==> config.mk <==
export PLATFORM = sky130hd
export DESIGN_NAME = lcache_par
export DESIGN_NICKNAME = d
export VERILOG_FILES = /design/src/rtl/lcache_pkg.sv /design/src/rtl/lcache_tags.sv /design/src/rtl/lcache_lru.sv /design/src/rtl/lcache_store.sv /design/src/rtl/lcache_par.sv
export SDC_FILE = /design/constraint.sdc
export NUM_CORES = 2
export LEC_CHECK = 0
export ABC_CLOCK_PERIOD_IN_PS = 6340
export BUFFER_PORTS_ARGS = -buffer_cell sky130_fd_sc_hd__buf_2
export CAP_MARGIN = 10
export CORE_MARGIN = 3
export CORE_UTILIZATION = 55
export DETAILED_ROUTE_END_ITERATION = 8
export PLACE_DENSITY = 0.74
export SLEW_MARGIN = 10
export SYNTH_ARGS = -nofsm -noshare
export SYNTH_HDL_FRONTEND = slang
export SYNTH_SLANG_ARGS = --single-unit
==> constraint.sdc <==
create_clock -name clk -period 6.34 [get_ports clk]
set_input_delay 0 -clock clk [delete_from_list [all_inputs] [get_ports clk]]
set_output_delay 0 -clock clk [all_outputs]
set_load 0.02 [all_outputs]
==> src/rtl/lcache_pkg.sv <==
package lcache_pkg;

    typedef enum logic [2:0] {
        OP_IDLE,
        OP_READ,
        OP_UPDATE,
        OP_READ_DROP,
        OP_WRITE_DROP,
        OP_REPLACE
    } op_e;

    // Per-cycle side effects derived from the command and the lookup result.
    typedef struct packed {
        logic rd;       // capture a line onto the output register
        logic wr;       // write line input into the store
        logic install;  // write tag and set valid
        logic clear;    // clear valid bit
        logic touch;    // move way to most-recently-used
        logic demote;   // move way to least-recently-used
    } act_t;

    function automatic op_e decode_op(input logic req, input logic rw,
                                      input logic inv, input logic rep);
        op_e op;
        op = OP_IDLE;
        if (req && !rep) begin
            case ({rw, inv})
                2'b00:   op = OP_READ;
                2'b10:   op = OP_UPDATE;
                2'b01:   op = OP_READ_DROP;
                default: op = OP_WRITE_DROP;
            endcase
        end else if (!req && rep && !rw && !inv) begin
            op = OP_REPLACE;
        end
        return op;
    endfunction

    function automatic logic is_request(input op_e op);
        return (op == OP_READ) || (op == OP_UPDATE) ||
               (op == OP_READ_DROP) || (op == OP_WRITE_DROP);
    endfunction

    function automatic act_t op_actions(input op_e op, input logic hit);
        act_t a;
        a = '0;
        case (op)
            OP_READ: begin
                a.rd = hit; a.touch = hit;
            end
            OP_UPDATE: begin
                a.rd = hit; a.wr = hit; a.touch = hit;
            end
            OP_READ_DROP: begin
                a.rd = hit; a.clear = hit; a.demote = hit;
            end
            OP_WRITE_DROP: begin
                a.rd = hit; a.wr = hit; a.clear = hit; a.demote = hit;
            end
            OP_REPLACE: begin
                a.rd = 1'b1; a.wr = 1'b1; a.install = 1'b1; a.touch = 1'b1;
            end
            default: a = '0;
        endcase
        return a;
    endfunction

endpackage

==> src/rtl/lcache_tags.sv <==
module lcache_tags #(
    parameter int WAYS   = 32,
    parameter int ADDR_W = 8,
    parameter int IDX_W  = 5
) (
    input  logic              clk,
    input  logic              rst,
    input  logic [ADDR_W-1:0] lk_addr,
    input  logic [IDX_W-1:0]  lru_way,
    input  logic              install_en,
    input  logic [IDX_W-1:0]  install_idx,
    input  logic              clear_en,
    input  logic [IDX_W-1:0]  clear_idx,
    input  logic [IDX_W-1:0]  rd_idx,
    output logic              hit,
    output logic [IDX_W-1:0]  hit_idx,
    output logic [IDX_W-1:0]  victim_idx,
    output logic [ADDR_W-1:0] rd_tag
);

    logic [ADDR_W-1:0] tags  [WAYS];
    logic [WAYS-1:0]   valid;
    logic [WAYS-1:0]   match;
    logic              any_free;
    logic [IDX_W-1:0]  free_idx;

    generate
        for (genvar w = 0; w < WAYS; w++) begin : g_cmp
            assign match[w] = valid[w] && (tags[w] == lk_addr);
        end
    endgenerate

    always_comb begin
        hit_idx = '0;
        for (int w = 0; w < WAYS; w++) begin
            if (match[w]) hit_idx = hit_idx | IDX_W'(w);
        end
    end

    assign hit = |match;

    // Lowest-numbered invalid way wins.
    always_comb begin
        any_free = 1'b0;
        free_idx = '0;
        for (int w = WAYS - 1; w >= 0; w--) begin
            if (!valid[w]) begin
                any_free = 1'b1;
                free_idx = IDX_W'(w);
            end
        end
    end

    assign victim_idx = any_free ? free_idx : lru_way;
    assign rd_tag     = tags[rd_idx];

    always_ff @(posedge clk) begin
        if (rst) begin
            valid <= '0;
            for (int w = 0; w < WAYS; w++) tags[w] <= '0;
        end else begin
            if (install_en) begin
                tags[install_idx]  <= lk_addr;
                valid[install_idx] <= 1'b1;
            end else if (clear_en) begin
                valid[clear_idx] <= 1'b0;
            end
        end
    end

    AST_SINGLE_MATCH: assert property (@(posedge clk) disable iff (rst)
        $onehot0(match));

    AST_INSTALL_VALID: assert property (@(posedge clk) disable iff (rst)
        install_en |=> valid[$past(install_idx)]);

    AST_CLEAR_INVALID: assert property (@(posedge clk) disable iff (rst)
        (clear_en && !install_en) |=> !valid[$past(clear_idx)]);

endmodule

==> src/rtl/lcache_lru.sv <==
module lcache_lru #(
    parameter int WAYS  = 32,
    parameter int IDX_W = 5
) (
    input  logic             clk,
    input  logic             rst,
    input  logic             touch_en,
    input  logic [IDX_W-1:0] touch_way,
    input  logic             demote_en,
    input  logic [IDX_W-1:0] demote_way,
    output logic [IDX_W-1:0] lru_way
);

    // order[0] is least recently used, order[WAYS-1] most recently used.
    logic [IDX_W-1:0] order     [WAYS];
    logic [IDX_W-1:0] order_nxt [WAYS];
    logic [WAYS-1:0]  seen;
    int               t_pos;
    int               d_pos;

    always_comb begin
        t_pos = 0;
        d_pos = 0;
        for (int i = 0; i < WAYS; i++) begin
            if (order[i] == touch_way)  t_pos = i;
            if (order[i] == demote_way) d_pos = i;
        end
    end

    always_comb begin
        for (int i = 0; i < WAYS; i++) order_nxt[i] = order[i];
        if (touch_en) begin
            for (int i = 0; i < WAYS - 1; i++) begin
                if (i >= t_pos) order_nxt[i] = order[i+1];
            end
            order_nxt[WAYS-1] = touch_way;
        end else if (demote_en) begin
            for (int i = 1; i < WAYS; i++) begin
                if (i <= d_pos) order_nxt[i] = order[i-1];
            end
            order_nxt[0] = demote_way;
        end
    end

    always_ff @(posedge clk) begin
        if (rst) begin
            for (int i = 0; i < WAYS; i++) order[i] <= IDX_W'(i);
        end else begin
            for (int i = 0; i < WAYS; i++) order[i] <= order_nxt[i];
        end
    end

    assign lru_way = order[0];

    always_comb begin
        seen = '0;
        for (int i = 0; i < WAYS; i++) seen[order[i]] = 1'b1;
    end

    AST_ORDER_PERMUTATION: assert property (@(posedge clk) disable iff (rst)
        $countones(seen) == WAYS);

    AST_TOUCH_TO_MRU: assert property (@(posedge clk) disable iff (rst)
        touch_en |=> order[WAYS-1] == $past(touch_way));

    AST_DEMOTE_TO_LRU: assert property (@(posedge clk) disable iff (rst)
        (demote_en && !touch_en) |=> lru_way == $past(demote_way));

endmodule

==> src/rtl/lcache_store.sv <==
module lcache_store #(
    parameter int DEPTH = 32,
    parameter int W     = 32,
    parameter int IDX_W = 5
) (
    input  logic             clk,
    input  logic             rst,
    input  logic             en,
    input  logic             we,
    input  logic [IDX_W-1:0] idx,
    input  logic [W-1:0]     wdata,
    output logic [W-1:0]     rdata
);

    logic [W-1:0] mem [DEPTH];

    always_ff @(posedge clk) begin
        if (we) mem[idx] <= wdata;
    end

    // Read-first: the captured word is the content before this edge's write.
    always_ff @(posedge clk) begin
        if (rst)     rdata <= '0;
        else if (en) rdata <= mem[idx];
    end

    AST_READ_HOLD: assert property (@(posedge clk) disable iff (rst)
        !en |=> $stable(rdata));

endmodule

==> src/rtl/lcache_par.sv <==
module lcache_par
    import lcache_pkg::*;
#(
    parameter int LINES  = 32,
    parameter int ADDR_W = 8,
    parameter int LINE_W = 32
) (
    input  logic              clk,
    input  logic              rst,
    input  logic              req_i,
    input  logic              rw_i,
    input  logic              inv_i,
    input  logic              rep_i,
    input  logic [ADDR_W-1:0] addr_i,
    input  logic [LINE_W-1:0] line_i,
    output logic [LINE_W-1:0] line_o,
    output logic              hit_o,
    output logic              miss_o,
    output logic [ADDR_W-1:0] old_addr_o
);

    localparam int IDX_W = (LINES > 1) ? $clog2(LINES) : 1;

    op_e              op;
    act_t             act;
    logic             req_cmd;
    logic             hit;
    logic [IDX_W-1:0] hit_idx;
    logic [IDX_W-1:0] victim_idx;
    logic [IDX_W-1:0] lru_way;
    logic [IDX_W-1:0] tgt_idx;
    logic [ADDR_W-1:0] tgt_tag;

    assign op      = decode_op(req_i, rw_i, inv_i, rep_i);
    assign req_cmd = is_request(op);
    assign act     = op_actions(op, hit);

    // A replace reuses the way of an address already present.
    assign tgt_idx = (op == OP_REPLACE && !hit) ? victim_idx : hit_idx;

    lcache_tags #(.WAYS(LINES), .ADDR_W(ADDR_W), .IDX_W(IDX_W)) tags_i (
        .clk         (clk),
        .rst         (rst),
        .lk_addr     (addr_i),
        .lru_way     (lru_way),
        .install_en  (act.install),
        .install_idx (tgt_idx),
        .clear_en    (act.clear),
        .clear_idx   (hit_idx),
        .rd_idx      (tgt_idx),
        .hit         (hit),
        .hit_idx     (hit_idx),
        .victim_idx  (victim_idx),
        .rd_tag      (tgt_tag)
    );

    lcache_lru #(.WAYS(LINES), .IDX_W(IDX_W)) lru_i (
        .clk        (clk),
        .rst        (rst),
        .touch_en   (act.touch),
        .touch_way  (tgt_idx),
        .demote_en  (act.demote),
        .demote_way (hit_idx),
        .lru_way    (lru_way)
    );

    lcache_store #(.DEPTH(LINES), .W(LINE_W), .IDX_W(IDX_W)) store_i (
        .clk   (clk),
        .rst   (rst),
        .en    (act.rd),
        .we    (act.wr),
        .idx   (tgt_idx),
        .wdata (line_i),
        .rdata (line_o)
    );

    always_ff @(posedge clk) begin
        if (rst) begin
            hit_o      <= 1'b0;
            miss_o     <= 1'b0;
            old_addr_o <= '0;
        end else begin
            hit_o  <= req_cmd && hit;
            miss_o <= req_cmd && !hit;
            if (op == OP_REPLACE) old_addr_o <= tgt_tag;
        end
    end

    AST_FLAGS_EXCLUSIVE: assert property (@(posedge clk) disable iff (rst)
        !(hit_o && miss_o));

    AST_FLAGS_NEED_REQUEST: assert property (@(posedge clk) disable iff (rst)
        !(req_i && !rep_i) |=> (!hit_o && !miss_o));

    AST_OLD_ADDR_HOLD: assert property (@(posedge clk) disable iff (rst)
        !(rep_i && !req_i && !rw_i && !inv_i) |=> $stable(old_addr_o));

    AST_REPLACE_PRESENT_SAME: assert property (@(posedge clk) disable iff (rst)
        (op == OP_REPLACE && hit) |=> old_addr_o == $past(addr_i));

endmodule

Word-level counts from Yosys, hierarchy flattened
Memory sizes are Yosys's and may differ from the RTL's. A register that Yosys moved wholly into a read port is not among the register bits. Index checks and enable logic that the tools add are counted.

Register bits: 34. Latch bits: 0. Bits in writable memories: 1440. Bits in read-only memories: 0. Bits of input ports: 46. Output and inout port bits: 42. Memories: 3.

Add/subtract/negate cells: 0. Multipliers: 0. Div/mod/pow operators: 0. $lt $le $gt $ge: 66. Equality and inequality tests: 101. Shift operators: 0. Muxes and demuxes: 379. Bitwise logic cells: 35. Reduce and logical (&&, ||, !) cells: 59.

Memories: store_i.mem (depth 32, width 32, rd ports 1, clocked after memory_dff 1, write ports 1, RTL line lcache_store.sv:15) `logic [W-1:0] mem [DEPTH];`; tags_i.tags (depth 32, width 8, rd ports 33, clocked after memory_dff 1, write ports 32, RTL line lcache_tags.sv:21) `logic [ADDR_W-1:0] tags [WAYS];`; lru_i.order (depth 32, width 5, rd ports 32, clocked after memory_dff 0, write ports 32, RTL line lcache_lru.sv:15) `logic [IDX_W-1:0] order [WAYS];`.

Operator list (number): $mux W5 (254); $mux W32 (35); $ge A6 B32 Y1 const A (15); $mux W160 (3); $eq A5 B5 Y1 (62); $eq A8 B8 Y1 (32); $ge A5 B32 Y1 const A (8); $ge A4 B32 Y1 const A (4); $le A5 B5 Y1 const A (16); $ge A3 B32 Y1 const A (2); $mux W4 (16); $mux W1 (48); $logic_and A1 B1 Y1 (41); $le A4 B5 Y1 const A (8); $mux W3 (12); $and A32 B32 Y32 (1); $ge A1 B32 Y1 const A (1); $ge A2 B32 Y1 const A (1); $not A32 Y32 (1); $or A1 B1 Y1 (32); $or A32 B32 Y32 (1); $reduce_or A32 Y1 (1); $le A3 B5 Y1 const A (4); $lt A5 B6 Y1 const B (2); other kinds (21) (40).

Logic depth before layout (Yosys ltp)
An unclocked memory read counts as a cell.

Depth in word-level cells: 74. Depth in mapped cells: 25. Depth with buffers taken out: 17.

By module
Synthesis repeated with hierarchy kept, for this count alone.

Cell total of the unflattened synthesis: 5067. Area, all modules: 70834.2 sq um.

Modules (own cells, without submodules): lcache_store (instances 1, cells each 2042, area an instance 40263.6 sq um, seq. area each 31390.1 sq um); lcache_tags (instances 1, cells each 1393, area an instance 16736.1 sq um, seq. area each 8328.0 sq um); lcache_lru (instances 1, cells each 1570, area an instance 13304.0 sq um, seq. area each 3203.1 sq um); lcache_par (instances 1, cells each 62, area an instance 530.5 sq um, seq. area each 200.2 sq um).

Worst setup path after synthesis
OpenSTA, ideal clock, no wires.

Kind: flip-flop to flip-flop. From: memory tags_i.tags[31][1]. To: memory store_i.mem[26][0] (enable). Setup time: 0.421 ns. Arrival: 5.457 ns. Path slack: 0.462 ns. Stages on the path, launching flop included: 18. Path buffers: 8. Period minus slack after synthesis: 5.878 ns. Path through: edfxtp_1 xnor2_1 nand4_1 nor3_1 nor4_2 nand4_1 or4_1 buf_2 o32ai_1 buf_4 buf_4 buf_2 clkbuf_1 buf_1 clkbuf_1 clkbuf_1 nand2_1 nor2_1.

RTL lines (RTL line): start: declaration (lcache_tags.sv:21); end: declaration (lcache_store.sv:15).

==> summary.md <==
| Metric | Value |
|---|---|
| Crit path largest cell delay | `0.99 ns` |
| Critical path's slowest cell | `nor4_1` |
| Final #Nets | `6,995` |
| Worst EP arrival | `6.81 ns` |
| Root Buffer Master | `clkbuf_16` |
| Max Slew Vio Count | `0` |
| Unique masters post-synth | `95` |
| Die Y-Extent | `367 um` |
| CTS buffer count | `157` |
| Clock tree sinks | `1,514` |
| Total Wirelength | `224,000 um` |
| Synthesized cell area | `71,800 sq um` |
| Synthesis Warnings | `0` |
| R2r setup slk | `0.16 ns` |
| GRT Util Overall | `32.6%` |
| Pleak | `28.6 nW` |
| Async SR Flop Fraction | `0%` |
| Relative slew slack | `15.5%` |
| HPWL after detailed placement | `137,000 um` |
| CP required | `6.97 ns` |
| Worst Reg-to-Reg Cells | `19` |
| Hold-critical path endpoint | `old_addr_o[7]$_SDFFE_PP0P_` |
| Post-DR wirelength/cell | `25.5 um` |
| EDFF count, synth | `1,365` |
| Starting Density | `55.8%` |
| Seq/Total Area, Yosys | `61.2%` |
| Clk Latency, worst-skew pair | `0.80 ns` |
| I/O pin total | `88` |
| DIE WIDTH | `367 um` |
| Fin Clk Skew | `0.0527 ns` |
| Layout cell share with drive strength beyond 1 | `10.2%` |
| Critical path's most frequent cell | `nor4_1` |
| H-tree levels | `4` |
| Initial DRC count | `8,282` |
| Router iterations before antenna repair | `8` |
| CP endpoint kind | `flip-flop` |
| CP bufs+invs | `4` |
| TNS Setup | `0 ns` |
| Initial antenna violation count | `12` |
| Status | `complete, no violations` |
| IO Port Bufs | `87` |
| Max-cap viol count | `0` |
| Startpoint Class | `flip-flop` |
| Area Growth Syn to Fin | `13.3%` |
| Flops & latches, synth | `1,514` |
| Critical path type | `flip-flop to flip-flop` |
| Mapped Avg Cell Area | `10.6 sq um` |
| Hold slack | `0.146 ns` |
| VDD IR-drop max | `257 uV` |
| Vias | `55,800` |
| Critical R2R Launch | `tags_i.tags[18][2]$_SDFFCE_PN0P_` |
| Most used DFF post-synth | `edfxtp_1` |
| Pin count of the biggest net entering global routing | `162` |
| Mapped Nets | `6,854` |
| Post-route cell area | `81,400 sq um` |
| Hold Path Class | `input port to flip-flop` |
| Final Setup Violations | `0` |
| Fill count | `9,800` |
| Residual DRC | `0` |
| Top cell family by delay on the critical path | `simple AND/OR/NAND/NOR gates` |
| CTS clk-pin slew, worst paths | `0.06 ns` |
| GRT Residual Overflow | `0` |
| CTS tree | `done` |
| First-pass GRT wire length | `335,000 um` |
| R2r endpoint | `lru_i.order[2][29]$_SDFFE_PP1P_` |
| Placer Congestion | `1.01` |
| Final hold vios | `0` |
| Routed Antenna Nets | `0` |
| Cells after Synth | `6,805` |
| Num rows | `131` |
| Core ar. | `129,000 sq um` |
| Final min period | `6.18 ns` |
| Hold path cells | `3` |
| Fmax | `0.162 GHz` |
| Maximum fanout along the worst path | `24` |
| Clock buffer depth | `3` |
| Vias in the first global route | `53,200` |
| Die Area | `135,000 sq um` |
| Vias/cell | `6.34` |
| Min-delay src | `rst` |
| CP Cell Sequence | `xnor2_1 -> nand3_1 -> nor4_1 -> buf_4 -> nor4_1 -> nand4_1 -> buf_12 -> xnor2_1 -> nor4_1 -> nor4_1 -> a221oi_1 -> a211oi_1 -> or2_2 -> nor4_1 -> buf_4 -> a221oi_4 -> buf_12 -> a2111oi_0 -> a31oi_1` |
| Final period utilization | `97.6%` |
| Worst Max-Slew Pin Slew | `1.25 ns` |
| Power Density | `267 nW/um^2` |
| Dpl cell area | `75,800 sq um` |
| RSZ-0062 raised after global routing | `false` |
how the worst max path moves through the flow:
| stage | start | endpoint | slack [ns] | cells after the start |
|---|---|---|---|---|
| after floorplan | tags_i.tags[31][1]$_SDFFCE_PN0P_ | store_i.mem[26][0]$_DFFE_PP_ | 0.46 | 17 |
| final | tags_i.tags[18][2]$_SDFFCE_PN0P_ | lru_i.order[2][29]$_SDFFE_PP1P_ | 0.16 | 19 |
| after CTS | tags_i.tags[18][2]$_SDFFCE_PN0P_ | lru_i.order[0][34]$_SDFFCE_PP0P_ | 0.33 | 23 |
| after detailed placement | addr_i[4] | lru_i.order[0][32]$_SDFFCE_PP1P_ | 0.28 | 23 |
| after global routing | tags_i.tags[18][0]$_SDFFCE_PN0P_ | lru_i.order[0][14]$_SDFFCE_PP0P_ | 0.07 | 20 |
| after global placement | addr_i[4] | lru_i.order[0][34]$_SDFFCE_PP0P_ | 0.29 | 23 |
synth_stat cells, types with 8 or more instances:
cell	count	share of area [%]
and3_1	57	0.50
mux2i_1	27	0.38
nor3_1	98	0.68
o211ai_1	18	0.19
buf_2	27	0.19
a21oi_1	194	1.4
and4_1	9	0.11
a311oi_1	31	0.38
xnor2_1	439	5.4
o21ai_1	9	0.063
o2111ai_1	8	0.098
nand2_1	1696	8.9
or4_1	9	0.094
o31ai_1	10	0.10
nor4b_1	9	0.11
inv_1	36	0.19
buf_4	26	0.27
buf_6	17	0.27
a2111oi_0	12	0.15
a31oi_1	58	0.51
a21boi_0	9	0.094
a221oi_1	9	0.11
clkbuf_1	312	1.6
dfxtp_1	149	4.2
nor2_1	276	1.4
nand3_1	931	6.5
o22ai_1	9	0.078
edfxtp_1	1365	57
nand4_1	116	1.0
and2_1	277	2.4
o21ai_0	113	0.79
xor2_1	103	1.3
buf_1	77	0.40
nor4_1	37	0.32
a211oi_1	65	0.68
sequential cells by signal, indices dropped and copies added (netlist names):
signal	count
store_i.mem	1024
old_addr_o	8
tags_i.valid	32
store_i.rdata	32
miss_o	1
hit_o	1
lru_i.order	160
tags_i.tags	256
timing repair:
| item | 4_1_cts | 5_1_grt |
|---|---|---|
| setup endpoints to repair | 0 | 24 |
| buffers inserted | 0 | 4 |
| hold buffers | 45 | 0 |
| endpoints found under the hold margin | 1299 | 0 |
| resized for setup | 0 | 3 |
metrics by stage:
| stage | util [%] | setup WS, ns | cells | total power, mW |
|---|---|---|---|---|
| after global placement | 58.9 | 0.290 | 8467 | 12.7 |
| after detailed placement | 58.9 | 0.284 | 8467 | 12.7 |
| after floorplan | - | 0.462 | 6805 | 12.1 |
| after global routing | 63.3 | 0.0716 | 8798 | 22.3 |
| after CTS | 63.2 | 0.331 | 8793 | 21.8 |
| final | 63.3 | 0.155 | 8801 | 21.8 |
worst reg2reg max path, cell delays in order, from the launching register on:
cell and delay, ns:
edfxtp_1 0.42, xnor2_1 0.14, nand3_1 0.10, nor4_1 0.09, buf_4 0.16, nor4_1 0.69, nand4_1 0.53, buf_12 0.35
xnor2_1 0.17, nor4_1 1.00, nor4_1 0.13, a221oi_1 0.31, a211oi_1 0.15, or2_2 0.38, nor4_1 0.49, buf_4 0.21
a221oi_4 0.07, buf_12 0.17, a2111oi_0 0.42, a31oi_1 0.08
cell type report:
class,count,area (sq um),area share [%]
sequential,1514,44000,54.0
multi-input combinational,4793,26100,32.1
clock inverter,77,915,1.12
antenna,4,10.0,0.0123
clock buffer,204,4230,5.19
timing repair buffer,442,3840,4.72
inverter,38,145,0.178
tap,1729,2160,2.66
cell usage in the layout, fill, tap and decap left out, types with 18 or more instances in the layout:
master | Yosys | routed
nor2_1 | 276 | 238
o211ai_1 | 18 | 18
a211oi_1 | 65 | 65
buf_4 | 26 | 260
and3_1 | 57 | 57
buf_2 | 27 | 86
a21oi_1 | 194 | 194
edfxtp_1 | 1365 | 1365
o21ai_0 | 113 | 110
xnor2_1 | 439 | 439
inv_1 | 36 | 36
a31oi_1 | 58 | 58
nor3_1 | 98 | 98
nor4_1 | 37 | 36
clkbuf_1 | 312 | 37
dfxtp_1 | 149 | 149
and2_1 | 277 | 277
dlygate4sd3_1 | 0 | 45
clkinv_1 | 2 | 21
nand2_1 | 1696 | 1691
buf_12 | 0 | 50
nand4_1 | 116 | 116
xor2_1 | 103 | 103
nor2_4 | 1 | 42
nand3_1 | 931 | 930
a311oi_1 | 31 | 31
mux2i_1 | 27 | 27
clkbuf_16 | 0 | 159
clkinv_2 | 0 | 25
power by group:
| group | switching (mW) | internal (mW) |
|---|---|---|
| Combinational | 0.880 | 0.479 |
| Sequential | 0.156 | 11.0 |
| Clock | 3.96 | 5.27 |
kinds of logic (layout without fill, tap and decap cells):
| family | count (synthesis) | after routing | synth area share, % |
|---|---|---|---|
| xor+xnor | 542 | 542 | 6.61 |
| other cells | 0 | 4 | 0 |
| simple gates | 3582 | 3582 | 22.8 |
| compound gates | 638 | 638 | 5.98 |
| buf+inv | 498 | 761 | 2.96 |
| flops | 1514 | 1514 | 61.2 |
| fa+ha+maj | 3 | 3 | 0.0523 |
| mux | 28 | 28 | 0.392 |
layer usage:
metal  routed length [um]  global-route usage, %
met5                   73                      0
met4                 9760                   13.2
met3                28300                   7.81
met2               101000                   49.9
met1                85000                   44.9
Note: power is estimated with default switching activity, not from simulation.
